File: config.mk
export PLATFORM = sky130hd
export DESIGN_NAME = charge_current_governor
export DESIGN_NICKNAME = d
export VERILOG_FILES = /design/src/rtl/cg_pkg.sv /design/src/rtl/cg_step_timer.sv /design/src/rtl/cg_search.sv /design/src/rtl/cg_thermal.sv /design/src/rtl/cg_ramp.sv /design/src/rtl/charge_current_governor.sv
export SDC_FILE = /design/constraint.sdc
export NUM_CORES = 1
export LEC_CHECK = 0
export ABC_AREA = 1
export BUFFER_PORTS_ARGS = -buffer_cell sky130_fd_sc_hd__buf_2
export CAP_MARGIN = 30
export CORE_AREA = 4 4 69 71
export CTS_CLUSTER_SIZE = 16
export DETAILED_ROUTE_END_ITERATION = 8
export DIE_AREA = 0 0 73 75
export PLACE_DENSITY = 0.6
export SETUP_SLACK_MARGIN = 0.1
export SLEW_MARGIN = 30
export SYNTH_ARGS = -nofsm -noshare
export SYNTH_HDL_FRONTEND = slang
export SYNTH_SLANG_ARGS = --single-unit
File: constraint.sdc
create_clock -name clk -period 9.05 [get_ports clk]
set_clock_uncertainty 0.1 [all_clocks]
set_input_delay 0.4525 -clock clk [delete_from_list [all_inputs] [get_ports clk]]
set_output_delay 0.4525 -clock clk [all_outputs]
set_load 0.005 [all_outputs]
File: src/rtl/cg_pkg.sv
package cg_pkg;
  typedef enum logic [0:0] {
    SRCH_SEEK,
    SRCH_HOLD
  } srch_state_t;

  typedef enum logic [1:0] {
    DR_NONE,
    DR_STEP,
    DR_FLOOR
  } derate_t;
endpackage

File: src/rtl/cg_step_timer.sv
module cg_step_timer #(
  parameter int STEP_TICKS = 4
) (
  input  logic clk,
  input  logic rst_n,
  input  logic tick_i,
  output logic step_o
);
  generate
    if (STEP_TICKS <= 1) begin : g_direct
      assign step_o = tick_i;
    end else begin : g_count
      localparam int CNT_W = $clog2(STEP_TICKS);
      localparam logic [CNT_W-1:0] LAST = CNT_W'(STEP_TICKS - 1);
      logic [CNT_W-1:0] cnt_q;

      always_ff @(posedge clk or negedge rst_n) begin
        if (!rst_n) begin
          cnt_q <= '0;
        end else if (tick_i) begin
          cnt_q <= (cnt_q == LAST) ? '0 : cnt_q + 1'b1;
        end
      end

      assign step_o = tick_i && (cnt_q == LAST);
    end
  endgenerate
endmodule

File: src/rtl/cg_search.sv
module cg_search
  import cg_pkg::*;
#(
  parameter int CODE_W = 4
) (
  input  logic              clk,
  input  logic              rst_n,
  input  logic              en_i,
  input  logic              uv_i,
  input  logic              step_i,
  input  logic [CODE_W-1:0] prog_i,
  input  logic [CODE_W-1:0] applied_i,
  output logic [CODE_W-1:0] limit_o
);
  srch_state_t       state_q;
  logic [CODE_W-1:0] code_q;
  logic              en_q;
  logic              uv_q;

  always_ff @(posedge clk or negedge rst_n) begin
    if (!rst_n) begin
      state_q <= SRCH_SEEK;
      code_q  <= '0;
      en_q    <= 1'b0;
      uv_q    <= 1'b0;
    end else begin
      en_q <= en_i;
      uv_q <= uv_i;
      if (en_i && !en_q) begin
        state_q <= SRCH_SEEK;
        code_q  <= '0;
      end else if (en_i) begin
        if (uv_i && !uv_q) begin
          state_q <= SRCH_HOLD;
          code_q  <= (code_q == '0) ? '0 : code_q - 1'b1;
        end else if (state_q == SRCH_SEEK && step_i &&
                     applied_i == code_q && code_q < prog_i) begin
          code_q <= code_q + 1'b1;
        end
      end
    end
  end

  assign limit_o = en_i ? code_q : '1;
endmodule

File: src/rtl/cg_thermal.sv
module cg_thermal
  import cg_pkg::*;
#(
  parameter int CODE_W     = 4,
  parameter int DROP_STEPS = 2
) (
  input  logic              clk,
  input  logic              rst_n,
  input  logic              derate_en_i,
  input  logic              warn_i,
  input  logic              hot1_i,
  input  logic              hot2_i,
  input  logic              sd_i,
  input  logic [CODE_W-1:0] applied_i,
  output logic [CODE_W-1:0] limit_o,
  output logic              halt_o,
  output logic [2:0]        ev_o
);
  localparam logic [CODE_W-1:0] DROP = CODE_W'(DROP_STEPS);

  derate_t           level_q;
  logic [CODE_W-1:0] cap_q;
  logic [2:0]        flags;
  logic [2:0]        flags_q;

  always_ff @(posedge clk or negedge rst_n) begin
    if (!rst_n) begin
      level_q <= DR_NONE;
      cap_q   <= '0;
    end else if (!derate_en_i) begin
      level_q <= DR_NONE;
    end else if (hot2_i) begin
      level_q <= DR_FLOOR;
    end else if (hot1_i && level_q == DR_NONE) begin
      level_q <= DR_STEP;
      cap_q   <= (applied_i >= DROP) ? applied_i - DROP : '0;
    end else if (!warn_i && !hot1_i) begin
      level_q <= DR_NONE;
    end
  end

  always_comb begin
    case (level_q)
      DR_STEP:  limit_o = cap_q;
      DR_FLOOR: limit_o = '0;
      default:  limit_o = '1;
    endcase
  end

  assign flags = {hot2_i, hot1_i, warn_i};

  generate
    for (genvar i = 0; i < 3; i++) begin : g_edge
      always_ff @(posedge clk or negedge rst_n) begin
        if (!rst_n) begin
          flags_q[i] <= 1'b0;
          ev_o[i]    <= 1'b0;
        end else begin
          flags_q[i] <= flags[i];
          ev_o[i]    <= flags[i] && !flags_q[i];
        end
      end
    end
  endgenerate

  always_ff @(posedge clk or negedge rst_n) begin
    if (!rst_n) halt_o <= 1'b0;
    else        halt_o <= sd_i;
  end
endmodule

File: src/rtl/cg_ramp.sv
module cg_ramp #(
  parameter int CODE_W = 4
) (
  input  logic              clk,
  input  logic              rst_n,
  input  logic              step_i,
  input  logic [CODE_W-1:0] target_i,
  output logic [CODE_W-1:0] applied_o
);
  always_ff @(posedge clk or negedge rst_n) begin
    if (!rst_n) begin
      applied_o <= '0;
    end else if (step_i) begin
      if (applied_o < target_i)      applied_o <= applied_o + 1'b1;
      else if (applied_o > target_i) applied_o <= applied_o - 1'b1;
    end
  end
endmodule

File: src/rtl/charge_current_governor.sv
module charge_current_governor #(
  parameter int CODE_W     = 4,
  parameter int MAX_CODE   = 12,
  parameter int STEP_TICKS = 4,
  parameter int DROP_STEPS = 2
) (
  input  logic              clk,
  input  logic              rst_n,
  input  logic              tick_i,
  input  logic [CODE_W-1:0] prog_code_i,
  input  logic              search_en_i,
  input  logic              uv_flag_i,
  input  logic              derate_en_i,
  input  logic              therm_warn_i,
  input  logic              therm_hot1_i,
  input  logic              therm_hot2_i,
  input  logic              therm_sd_i,
  output logic [CODE_W-1:0] applied_code_o,
  output logic              halt_o,
  output logic              ev_warn_o,
  output logic              ev_hot1_o,
  output logic              ev_hot2_o
);
  localparam logic [CODE_W-1:0] CODE_MAX = CODE_W'(MAX_CODE);

  logic              step;
  logic [CODE_W-1:0] prog_c;
  logic [CODE_W-1:0] srch_lim;
  logic [CODE_W-1:0] therm_lim;
  logic [CODE_W-1:0] target;
  logic [CODE_W-1:0] min_a;
  logic [2:0]        ev;

  assign prog_c = (prog_code_i > CODE_MAX) ? CODE_MAX : prog_code_i;

  always_comb begin
    min_a  = (prog_c < srch_lim) ? prog_c : srch_lim;
    target = (min_a < therm_lim) ? min_a : therm_lim;
  end

  cg_step_timer #(.STEP_TICKS(STEP_TICKS)) timer_i (
    .clk(clk), .rst_n(rst_n), .tick_i(tick_i), .step_o(step)
  );

  cg_search #(.CODE_W(CODE_W)) search_i (
    .clk(clk), .rst_n(rst_n), .en_i(search_en_i), .uv_i(uv_flag_i),
    .step_i(step), .prog_i(prog_c), .applied_i(applied_code_o),
    .limit_o(srch_lim)
  );

  cg_thermal #(.CODE_W(CODE_W), .DROP_STEPS(DROP_STEPS)) thermal_i (
    .clk(clk), .rst_n(rst_n), .derate_en_i(derate_en_i),
    .warn_i(therm_warn_i), .hot1_i(therm_hot1_i), .hot2_i(therm_hot2_i),
    .sd_i(therm_sd_i), .applied_i(applied_code_o), .limit_o(therm_lim),
    .halt_o(halt_o), .ev_o(ev)
  );

  cg_ramp #(.CODE_W(CODE_W)) ramp_i (
    .clk(clk), .rst_n(rst_n), .step_i(step), .target_i(target),
    .applied_o(applied_code_o)
  );

  assign ev_warn_o = ev[0];
  assign ev_hot1_o = ev[1];
  assign ev_hot2_o = ev[2];
endmodule

Word-level counts from Yosys, hierarchy flattened
Index checks and enable logic that the tools add are counted.
Cells by class
  magnitude comparators: 7
  eq/ne operators: 5
  mux-type cells: 21
  bitwise operators: 2
  $add $sub $neg: 6
  reductions and logical operators: 28
Operator list (number)
  4-bit 2-to-1 mux: 12
  4-bit < comparator: 4
  1-bit logical AND: 11
  2-bit 2-to-1 mux: 5
  4-bit by 1-bit adder with 4-bit output (second input constant): 2
  4-bit one-hot mux with 2 select lines: 1
  4-bit by 1-bit subtractor with 4-bit output (second input constant): 2
  1-bit zero test: 7
  2-bit AND reduction: 3
  2-bit nonzero test: 3
  2-bit == test (second input constant): 2
  4-bit == test: 1
  4-bit by 2-bit greater-or-equal comparator with 1-bit output (second input constant): 1
  4-bit greater-than comparator: 1
  4-bit greater-than comparator (second input constant): 1
  4-bit zero test: 1
  4-bit by 1-bit != test with 1-bit output (second input constant): 1
  4-bit by 2-bit subtractor with 4-bit output (second input constant): 1
  1-bit 2-to-1 mux: 3
  3-bit AND reduction: 1
  3-bit nonzero test: 1
  2-bit by 1-bit adder with 2-bit output (second input constant): 1
  2-bit by 1-bit == test with 1-bit output (second input constant): 1
  2-bit zero test: 1
  1-bit inverter: 2
Storage, ports and cells
  output and inout bits: 8
  register bits: 26

Depth between registers and ports, before layout
Gate-level depths: netlist (run 1).
  word-level depth: 9
  mapped depth: 32
  mapped depth without buffers: 31

By module
Synthesis (run 1) repeated with hierarchy kept, for this count alone.
Unflattened totals
  cell total of the unflattened synthesis: 288
  area total of the unflattened synthesis: 2031.9 sq um
Modules (own cells, without submodules)
  cg_search: cells an instance 102, times used 1, area an instance 659.4 sq um, sequential area each 175.2 sq um
  cg_thermal: cells an instance 68, times used 1, area an instance 580.6 sq um, sequential area each 325.3 sq um
  cg_ramp: cells an instance 51, times used 1, area an instance 387.9 sq um, sequential area each 100.1 sq um
  charge_current_governor: cells an instance 54, times used 1, area an instance 304.0 sq um, sequential area each 0.0 sq um
  cg_step_timer: cells an instance 13, times used 1, area an instance 100.1 sq um, sequential area each 50.0 sq um

Worst setup path before layout (run 1)
OpenSTA, ideal clock, no wires.
  kind: input to register
  from: in search_en_i
  to: reg ramp_i.applied_o[3]
  library setup time: 0.128 ns
  stages: 29
  required time: 8.822 ns
  buffers on the path: 1
  data arrival time: 3.862 ns
  slack: 4.960 ns
  cell sequence: buf_6 -> inv_2 -> nor2_1 -> inv_1 -> ha_1 -> inv_1 -> nand2_1 -> a21oi_2 -> nand2_4 -> nand2_4 -> o21a_2 -> inv_1 -> ha_1 -> a21oi_1 -> nand2_2 -> nand2_1 -> nand2_1 -> ha_1 -> inv_2 -> nor2_1 -> nor2_1 -> o21ai_1 -> ha_1 -> a21oi_1 -> o21ai_1 -> xnor2_1 -> clkinv_1 -> nand2_1 -> xnor2_1
Between the ends
  word-level cells in the longest chain between the ends: 8
  elaborated cells between the ends (all ways): 10
  those cells by class: order compare: 4; mux: 4; reduce/logical: 2
RTL lines
  start, declared: line charge_current_governor.sv:11  | input logic search_en_i,
  4-bit 2-to-1 mux (*): line cg_search.sv:44  | assign limit_o = en_i ? code_q : '1;
  4-bit < comparator: line charge_current_governor.sv:37  | min_a = (prog_c < srch_lim) ? prog_c : srch_lim;
  4-bit 2-to-1 mux (*): line charge_current_governor.sv:37
  4-bit < comparator: line charge_current_governor.sv:38  | target = (min_a < therm_lim) ? min_a : therm_lim;
  4-bit 2-to-1 mux (*): line charge_current_governor.sv:38
  4-bit greater-than comparator / 4-bit < comparator (equally long branches): line cg_ramp.sv:15, cg_ramp.sv:14
  2-bit nonzero test (no source line)
  2-bit AND reduction (no source line)
  end signal, assigned: line cg_ramp.sv:14  | if (applied_o < target_i) applied_o <= applied_o + 1'b1;
  end signal, assigned: line cg_ramp.sv:15  | else if (applied_o > target_i) applied_o <= applied_o - 1'b1;
  end, declared: line cg_ramp.sv:8  | output logic [CODE_W-1:0] applied_o
Every way passes the cells marked *; elsewhere a longest branch is shown, timed or not.
A chain may end at the register's enable or synchronous reset.

Worst setup path after layout (run 1)
  from: reg search_i.code_q[3]
  to: reg ramp_i.applied_o[3]
Between the ends
  word-level cells in the longest chain between the ends: 8
  elaborated cells between the ends (all ways): 10
  those cells by class: order compare: 4; mux: 4; reduce/logical: 2
RTL lines
  start, declared: line cg_search.sv:16  | logic [CODE_W-1:0] code_q;
  start signal, assigned: line cg_search.sv:35  | code_q <= (code_q == '0) ? '0 : code_q - 1'b1;
  start signal, assigned: line cg_search.sv:38  | code_q <= code_q + 1'b1;
  4-bit 2-to-1 mux (*): line cg_search.sv:44
  4-bit < comparator: line charge_current_governor.sv:37
  4-bit 2-to-1 mux (*): line charge_current_governor.sv:37
  4-bit < comparator: line charge_current_governor.sv:38
  4-bit 2-to-1 mux (*): line charge_current_governor.sv:38
  4-bit greater-than comparator / 4-bit < comparator (equally long branches): line cg_ramp.sv:15, cg_ramp.sv:14
  2-bit nonzero test (no source line)
  2-bit AND reduction (no source line)
Marks and branches as above.

==> results of run 1 <==
==> flip-flops by register name, indices dropped and copies added, names as in the netlist, 2 cells and up <==
| signal | cells |
|---|---|
| timer_i.g_count.cnt_q | 2 |
| thermal_i.level_q | 2 |
| thermal_i.cap_q | 4 |
| thermal_i.ev_o | 3 |
| search_i.code_q | 4 |
| thermal_i.flags_q | 3 |
| ramp_i.applied_o | 4 |
==> cell usage after synthesis, types with 3 or more instances <==
cell type	n
nand2_1	45
inv_1	32
dfrtp_1	26
nor2_1	21
ha_1	20
nand3_1	14
o21ai_0	10
a21oi_1	8
nor3_1	7
inv_2	6
o21ai_1	6
nand2_2	4
xnor2_1	4
nand4_1	3
xor2_1	3
==> stage by stage <==
stage	hold WS, ps	power [mW]	utilization
5_1_grt	105	0.640	0.483
3_3_place_gp	278	0.476	0.467
6_report	64.4	0.572	0.483
4_1_cts	81.0	0.581	0.483
2_1_floorplan	56.9	0.412	-
3_5_place_dp	285	0.480	0.467
==> layout make-up <==
class | count | area [um2]
inverter | 40 | 150
sequential | 26 | 651
multi-input combinational | 163 | 1000
tap | 52 | 65.1
clock inverter | 1 | 30.0
timing repair buffer | 21 | 105
clock buffer | 3 | 41.3
fill | 418 | 2190
==> kinds of logic (layout without fill, tap and decap cells) <==
logic type	Yosys count	in the layout	synth area share
simple gates	98	98	0.236
xor+xnor	7	7	0.0334
compound gates	36	36	0.125
fa+ha+maj	21	21	0.147
mux	1	1	0.00614
flops	26	26	0.355
buf+inv	45	65	0.0975
==> where the power goes <==
part,switching (mW),total (mW),internal [mW]
Clock,0.0369,0.0961,0.0592
Sequential,0.0460,0.194,0.148
Combinational,0.159,0.282,0.123
Total,0.242,0.572,0.331
==> cells in the final DEF, fill, tap and decap left out, types with 2 or more instances in the layout <==
cell       n
o21ai_0   10
nor2_1    21
nand2_1   45
nand4_1    3
inv_1     32
nand3_1   14
inv_2      6
nand2_2    4
clkbuf_8   3
o21ai_1    6
clkinv_1   2
nand2_4    2
dfrtp_1   26
xnor2_1    4
xor2_1     3
buf_2     21
nor3_1     7
ha_1      20
a21oi_1    8
a31oi_1    2
==> routing by layer <==
layer  track usage  up-vias  share of wire
met2         0.230       23           0.44
met3        0.0214        4          0.029
li1              -      794              -
met1         0.205      639           0.51
met5             0        -              0
met4        0.0492        0          0.013
==> worst max-delay path, cell delays in order (launching register included) <==
cell and delay, ps:
dfrtp_1 490, nor2_1 190, inv_1 60, ha_1 260
inv_1 100, nand2_1 70, a21oi_2 150, nand2_4 70
nand2_4 70, o21a_2 130, inv_1 40, ha_1 180
a21oi_1 310, nand2_2 110, nand2_1 70, nand2_1 60
ha_1 280, inv_2 40, nor2_1 90, nor2_1 50
o21ai_1 360, ha_1 350, a21oi_1 150, o21ai_1 100
xnor2_1 170, clkinv_1 70, nand2_1 70, xnor2_1 120
==> path summary, 6_finish.rpt <==
check	end	slack [ps]	cells past startpoint
worst max-delay path	ramp_i.applied_o[3]$_DFFE_PN0P_	4660	27
worst min-delay path	thermal_i.ev_o[1]$_DFF_PN0_	60	1
worst max register to register	ramp_i.applied_o[3]$_DFFE_PN0P_	4660	27
worst min register to register	thermal_i.ev_o[0]$_DFF_PN0_	290	1
max in group asynchronous	ramp_i.applied_o[3]$_DFFE_PN0P_	8410	1
min in group clk	thermal_i.halt_o$_DFF_PN0_	180	1
==> results.sh, run 1 <==
export IMPL_status="complete, no violations"
export IMPL_rows=24
export IMPL_core_area_um2=4230
export IMPL_drtIter0Drc=36
export IMPL_min_period_over_period=0.485
export IMPL_synth_nets=269
export IMPL_fin_area_um2=2050
export IMPL_io_pins=22
export IMPL_crit_start="search_i.code_q[3]$_DFFE_PN0P_"
export IMPL_slew_violations=0
export IMPL_dp_hpwl_mm=2.82
export IMPL_hold_viol=0
export IMPL_insertion_delay_ps=270
export IMPL_layout_nets=290
export IMPL_grt_pass1_vias=1443
export IMPL_syn_inst=234
export IMPL_crit_required_ps=9150
export IMPL_drtPass1Iterations=4
export IMPL_post_route_min_period_ps=4390
export IMPL_antenna_cells=0
export IMPL_synth_area_leaders="dfrtp_1, ha_1, nand2_1"
export IMPL_ys_ff_latch=26
export IMPL_cts_tree="yes"
export IMPL_p_leak_nw=1.09
export IMPL_htree_levels=1
export IMPL_hold_buffers=0
export IMPL_drive_gt1_frac=0.169
export IMPL_cp_arrival_ps=4490
export IMPL_drc_errors=0
export IMPL_avgSynthCellArea_um2=7.84
export IMPL_worst_slack_ps=4660
export IMPL_startpoint_type="flip-flop"
export IMPL_antenna_found_initial=0
export IMPL_ys_seq_area_frac=0.355
export IMPL_grt_use_total=0.146
export IMPL_cts_resized=0
export IMPL_viasPerCell=4.77
export IMPL_post_cts_buffers=0
export IMPL_r2r_start="search_i.code_q[3]$_DFFE_PN0P_"
export IMPL_yosysWarnings=0
export IMPL_synth_distinct_cells=35
export IMPL_crit_path_end_kind="flip-flop"
export IMPL_irDropWorstVdd_uv=208
export IMPL_power_density_nw_per_um2=279
export IMPL_worst_pin_slew_ps=575
export IMPL_synth_top_area_frac=0.355
export IMPL_port_buffers=21
export IMPL_die_area_um2=5480
export IMPL_antenna_left=0
export IMPL_grt_pass1_wl_mm=6.34
export IMPL_synth_ff_type="dfrtp_1"
export IMPL_yosysTopAreaCell="dfrtp_1"
export IMPL_clkSlewWorstSetupHoldPaths_ps=90
export IMPL_wire_per_inst_um=11.7
export IMPL_grt_remaining_overflow=0
export IMPL_drv_cap=0
export IMPL_root_buffer="clkbuf_8"
export IMPL_setup_tns_ps=0
export IMPL_preCtsSetupSlack_ps=4440
export IMPL_totalWireLength_mm=3.57
export IMPL_synth_edf_count=0
export IMPL_synthArstFlopShare=1.00
export IMPL_place_area_um2=1980
export IMPL_setup_viol=0
export IMPL_crit_fanout=9
export IMPL_crit_type="reg2reg"
export IMPL_finalNonFillerCells=306
export IMPL_cts_inserted_buffers=3
export IMPL_initial_core_util=0.433
export IMPL_clock_sinks=26
export IMPL_via_count=1460
export IMPL_min_path_type="in2async"
export IMPL_syn_cell_area_um2=1830
export IMPL_place_inst=302
export IMPL_clockBufferDepth=2
export IMPL_max_slew_margin=0.616
export IMPL_chipHeight_um=75
export IMPL_fmax_mhz=228
export IMPL_rsz0062_at_grt="no"
export IMPL_gp_congestion=0.817
export IMPL_dieWidth_um=73
export IMPL_area_growth_pct=11.6
export IMPL_grt_max_degree=27
Power figures use the tool's default switching activity.
==> run 2, diff against run 1 <==
Clock period 9.05 ns to 4.45 ns, I/O delays scaled along.
==> run 2 against run 1 <==
Utilization is 2.5 points higher. Flip-flop and latch count stayed put. Largest cell class unchanged. Combinational power is 130% higher.
==> results.sh, run 2 (same netlist as run 1, synthesis figures left out) <==
export IMPL_totalWireLength_mm=3.70
export IMPL_cp_arrival_ps=4080
export IMPL_die_area_um2=5480
export IMPL_gp_congestion=0.888
export IMPL_final_common_cell="nand2_1"
export IMPL_antenna_cells=0
export IMPL_hold_viol=0
export IMPL_chipHeight_um=75
export IMPL_grt_pass1_wl_mm=6.56
export IMPL_startpoint_type="flip-flop"
export IMPL_power_switching_uw=522
export IMPL_cts_inserted_buffers=3
export IMPL_p_comb_frac=0.532
export IMPL_drv_cap=0
export IMPL_irDropWorstVdd_uv=479
export IMPL_grt_pass1_vias=1494
export IMPL_area_growth_pct=17.4
export IMPL_cts_tree="yes"
export IMPL_antenna_found_initial=0
export IMPL_crit_path_end_kind="flip-flop"
export IMPL_post_route_min_period_ps=3980
export IMPL_preCtsSetupSlack_ps=189
export IMPL_critPathBufInv=6
export IMPL_crit_top_cell="nand2_1"
export IMPL_drtPass1Iterations=6
export IMPL_dp_hpwl_mm=2.89
export IMPL_p_sw_frac=0.420
export IMPL_crit_required_ps=4550
export IMPL_grt_remaining_overflow=0
export IMPL_p_clk_frac=0.159
export IMPL_final_fill_count=421
export IMPL_setup_tns_ps=0
export IMPL_grt_busiest_layer="met2"
export IMPL_pwr_share_seq=0.309
export IMPL_most_common_layout_cells="nand2_1, inv_1, dfrtp_1, buf_2, nor2_1"
export IMPL_min_period_over_period=0.894
export IMPL_use_met2=0.240
export IMPL_root_buffer="clkbuf_8"
export IMPL_worst_slack_ps=470
export IMPL_internal_power_uw=719
export IMPL_status="complete, no violations"
export IMPL_fmax_mhz=251
export IMPL_clockBufferDepth=2
export IMPL_grt_max_degree=27
export IMPL_drc_errors=0
export IMPL_core_area_um2=4230
export IMPL_port_buffers=21
export IMPL_wire_per_inst_um=11.8
export IMPL_antenna_left=0
export IMPL_power_density_nw_per_um2=576
export IMPL_grt_use_total=0.150
export IMPL_slew_violations=0
export IMPL_clock_sinks=26
export IMPL_rows=24
export IMPL_critPathMaxStageDelay_ps=400
export IMPL_via_count=1540
export IMPL_initial_core_util=0.433
export IMPL_layout_nets=299
export IMPL_dieWidth_um=73
export IMPL_crit_type="reg2reg"
export IMPL_grt_use_met3=0.0200
export IMPL_worst_pin_slew_ps=569
export IMPL_top_regs="ramp_i.applied_o (4), search_i.code_q (4), thermal_i.cap_q (4)"
export IMPL_drive_gt1_frac=0.202
export IMPL_io_pins=22
export IMPL_min_path_type="in2reg"
export IMPL_crit_slowest_cell="dfrtp_1"
export IMPL_met1_usage=0.217
export IMPL_cp_top_family="adder cells"
export IMPL_max_slew_margin=0.621
export IMPL_rsz0062_at_grt="no"
export IMPL_setup_viol=0
export IMPL_insertion_delay_ps=270
export IMPL_htree_levels=1
export IMPL_clkSlewWorstSetupHoldPaths_ps=90
export IMPL_drtIter0Drc=35
export IMPL_p_leak_nw=1.13
export IMPL_crit_fanout=5
export IMPL_viasPerCell=4.89
run 2: cell types whose count changed in the layout (fill, tap and decap cells not counted), moves of 2 or more:
cell,change
a21oi_1,-2
buf_4,+4
dlygate4sd3_1,+5
a21oi_2,+2
run 2: through the flow:
step / util / instances / hold slack, ps / area [um2] / power (mW)
floorplan: - / 234 / -173 / 1830 / 0.838
global placement: 0.472 / 305 / 158 / 2000 / 0.987
detailed placement: 0.472 / 305 / 157 / 2000 / 0.996
CTS: 0.501 / 314 / 3.20 / 2120 / 1.20
global route: 0.509 / 315 / 5.76 / 2150 / 1.38
finish: 0.509 / 315 / 3.50 / 2150 / 1.24
run 2: worst paths after layout:
path / startpoint / end / slack (ps) / cells past startpoint
worst max-delay path: search_i.code_q[3]$_DFFE_PN0P_ / ramp_i.applied_o[3]$_DFFE_PN0P_ / 470 / 30
worst min-delay path: therm_warn_i / thermal_i.flags_q[0]$_DFF_PN0_ / 4 / 1
worst max register to register: search_i.code_q[3]$_DFFE_PN0P_ / ramp_i.applied_o[3]$_DFFE_PN0P_ / 470 / 30
worst min register to register: thermal_i.flags_q[0]$_DFF_PN0_ / thermal_i.ev_o[0]$_DFF_PN0_ / 290 / 1
max in group asynchronous: rst_n / search_i.uv_q$_DFF_PN0_ / 3500 / 2
min in group asynchronous: rst_n / thermal_i.level_q[0]$_DFFE_PN0P_ / 370 / 2
run 2: power by group through the flow:
stage          combinational [mW]  sequential (mW)  clock (mW)
3_5_place_dp                0.609            0.387           0
5_1_grt                     0.776            0.397       0.211
6_report                    0.660            0.384       0.197
4_1_cts                     0.619            0.382       0.201
3_3_place_gp                0.601            0.386           0
2_1_floorplan               0.473            0.365           0
run 2: worst register-to-register path: cells and delay by family (launching register included):
kind	cells	cell delay, ps
AND/OR/NAND/NOR	12	850
XOR/XNOR	2	290
adder cells (fa/ha/maj)	4	1040
AO/OA/AOI/OAI	6	840
flip-flops	1	400
buffers and inverters	6	370
run 2: repair_timing:
action	CTS	global route
hold buffers	5	0
hold endpoints to repair	30	0
gates resized for setup	0	6
buffers inserted	0	1
endpoints found under the setup margin	0	1
run 2: area by class of cell:
| cell class | count | area, um2 | area share |
|---|---|---|---|
| sequential | 26 | 651 | 0.302 |
| timing repair buffer | 30 | 185 | 0.0860 |
| clock buffer | 3 | 41.3 | 0.0192 |
| multi-input combinational | 163 | 1030 | 0.479 |
| clock inverter | 1 | 30.0 | 0.0139 |
| tap | 52 | 65.1 | 0.0302 |
| inverter | 40 | 150 | 0.0697 |
run 2: per-layer routing:
metal	share of wire	wire, um
met5	0	0
met4	0.0073	27
met3	0.027	99
met2	0.45	1680
met1	0.51	1900
==> run 3, diff against run 2 <==
Settings changed: BUFFER_PORTS_ARGS -buffer_cell sky130_fd_sc_hd__buf_2 to -buffer_cell sky130_fd_sc_hd__clkbuf_2, CORE_AREA 4 4 69 71 to 4 4 63 65, DIE_AREA 0 0 73 75 to 0 0 67 69, PLACE_DENSITY 0.6 to 0.71.
==> run 3 against run 2 <==
Utilization is 13 points higher. Flip-flop and latch count stayed put. Sequential share of layout area is 0.23 points higher. Setup slack better by 56 ps. Die area is 16% lower. Register-to-register slack better by 60 ps. Clock power is 17% lower. Critical path type unchanged. Power is 3.6% lower. Critical path depth is 1 higher. Non-clock buffer count is 2 higher.
==> results.sh, run 3 (same netlist as run 1, synthesis figures left out) <==
export IMPL_status="complete, no violations"
export IMPL_die_area_um2=4620
export IMPL_most_common_layout_cells="nand2_1, inv_1, dfrtp_1, clkbuf_2, nor2_1"
export IMPL_crit_required_ps=4610
export IMPL_dp_hpwl_mm=2.74
export IMPL_worst_pin_slew_ps=637
export IMPL_grt_max_degree=27
export IMPL_insertion_delay_ps=320
export IMPL_regArea_um2=651
export IMPL_rsz0062_at_grt="no"
export IMPL_hold_slack_ps=27.1
export IMPL_multiInputGateArea_um2=1020
export IMPL_p_clk_frac=0.137
export IMPL_final_fill_count=293
export IMPL_final_common_cell="nand2_1"
export IMPL_p_sw_frac=0.423
export IMPL_cp_arrival_ps=4090
export IMPL_root_buffer="clkbuf_4"
export IMPL_setup_viol=0
export IMPL_fmax_mhz=255
export IMPL_drtIter0Drc=59
export IMPL_totalWireLength_mm=3.60
export IMPL_antenna_left=0
export IMPL_grt_use_total=0.173
export IMPL_area_growth_pct=16.5
export IMPL_crit_start="search_i.code_q[3]$_DFFE_PN0P_"
export IMPL_initial_core_util=0.550
export IMPL_gp_congestion=0.831
export IMPL_grt_pass1_wl_mm=6.41
export IMPL_p_comb_frac=0.544
export IMPL_pwr_share_seq=0.319
export IMPL_clock_sinks=26
export IMPL_max_slew_margin=0.575
export IMPL_crit_top_cell="nand2_1"
export IMPL_viasPerCell=5.01
export IMPL_core_area_um2=3340
export IMPL_worstHoldStart="tick_i"
export IMPL_startpoint_type="flip-flop"
export IMPL_setup_tns_ps=0
export IMPL_cts_inserted_buffers=3
export IMPL_htree_levels=1
export IMPL_min_path_type="in2reg"
export IMPL_crit_slowest_cell="dfrtp_1"
export IMPL_antenna_found_initial=0
export IMPL_grt_remaining_overflow=0
export IMPL_drv_cap=0
export IMPL_internal_power_uw=690
export IMPL_cts_tree="yes"
export IMPL_chipHeight_um=69
export IMPL_drtPass1Iterations=5
export IMPL_wire_per_inst_um=11.6
export IMPL_power_density_nw_per_um2=560
export IMPL_via_count=1557
export IMPL_clockBufferDepth=2
export IMPL_post_route_min_period_ps=3920
export IMPL_layout_nets=301
export IMPL_dieWidth_um=67
export IMPL_critPathMaxStageDelay_ps=420
export IMPL_grt_pass1_vias=1472
export IMPL_irDropWorstVdd_uv=258
export IMPL_slew_violations=0
export IMPL_drc_errors=0
export IMPL_crit_fanout=5
export IMPL_crit_path_end_kind="flip-flop"
export IMPL_top_regs="ramp_i.applied_o (4), search_i.code_q (4), thermal_i.cap_q (4)"
export IMPL_io_pins=22
export IMPL_crit_type="reg2reg"
export IMPL_hold_viol=0
export IMPL_p_leak_nw=1.14
export IMPL_antenna_cells=0
export IMPL_min_period_over_period=0.882
export IMPL_rows=21
export IMPL_power_switching_uw=507
export IMPL_port_buffers=21
export IMPL_clkSlewWorstSetupHoldPaths_ps=150
export IMPL_r2r_start="search_i.code_q[3]$_DFFE_PN0P_"
export IMPL_drive_gt1_frac=0.196
## run 3: cell count changes in the layout (fill, tap and decap cells not counted), moves of 2 or more
cell	delta
a21oi_1	+2
clkbuf_4	+3
buf_2	-21
clkbuf_2	+21
a21oi_2	-2
clkbuf_8	-3
## run 3: layout make-up
cell class,count,share of cell area
Sequential cell,26,0.304
Multi-Input combinational cell,163,0.479
Timing Repair Buffer,32,0.0948
Inverter,40,0.0703
Tap cell,46,0.0269
Clock inverter,1,0.0141
Clock buffer,3,0.0105
## run 3: power groups by stage
stage / Combinational (mW) / Sequential (mW) / Clock (mW)
2_1_floorplan: 0.473 / 0.365 / 0
3_3_place_gp: 0.585 / 0.384 / 0
3_5_place_dp: 0.589 / 0.384 / 0
4_1_cts: 0.603 / 0.378 / 0.170
5_1_grt: 0.764 / 0.393 / 0.181
6_report: 0.651 / 0.381 / 0.164
## run 3: final timing paths
path / to / depth (start not counted) / slack, ps
max in group asynchronous: thermal_i.cap_q[0]$_DFFE_PN0P_ / 2 / 3510
worst max register to register: ramp_i.applied_o[3]$_DFFE_PN0P_ / 31 / 530
min in group asynchronous: thermal_i.ev_o[2]$_DFF_PN0_ / 2 / 330
worst max-delay path: ramp_i.applied_o[3]$_DFFE_PN0P_ / 31 / 530
worst min-delay path: timer_i.g_count.cnt_q[0]$_DFFE_PN0P_ / 2 / 30
worst min register to register: thermal_i.ev_o[1]$_DFF_PN0_ / 1 / 300
## run 3: stage by stage
stage | instance area, um2 | util | instances | setup slack (ps) | power, mW
floorplan | 1830 | - | 234 | 432 | 0.838
global placement | 1990 | 0.597 | 299 | 406 | 0.969
detailed placement | 1990 | 0.597 | 299 | 311 | 0.973
CTS | 2100 | 0.630 | 309 | 290 | 1.15
global route | 2140 | 0.640 | 311 | 37.2 | 1.34
finish | 2140 | 0.640 | 311 | 527 | 1.20
## run 3: what timing repair did
item / 4_1_cts / 5_1_grt
hold buffers: 6 / 0
setup buffers: 0 / 2
hold endpoints to repair: 32 / 0
resized for setup: 0 / 4
setup endpoints to repair: 0 / 1
## run 3: metal layers
metal,track usage,part of all wire,vias to the layer above
met4,0.0518,0.0067,0
met3,0.0146,0.036,2
li1,-,-,816
met1,0.256,0.50,712
met2,0.265,0.46,27
met5,0,0,-
## run 3: critical path, delay by kind of cell, from the launching register on
| family | cells | cell delay, ps |
|---|---|---|
| adders and majority gates | 4 | 1000 |
| xor gates and xnor gates | 2 | 280 |
| DFF | 1 | 420 |
| AOI/OAI and AO/OA | 5 | 680 |
| and+or+nand+nor | 13 | 890 |
| buffers and inverters | 7 | 520 |
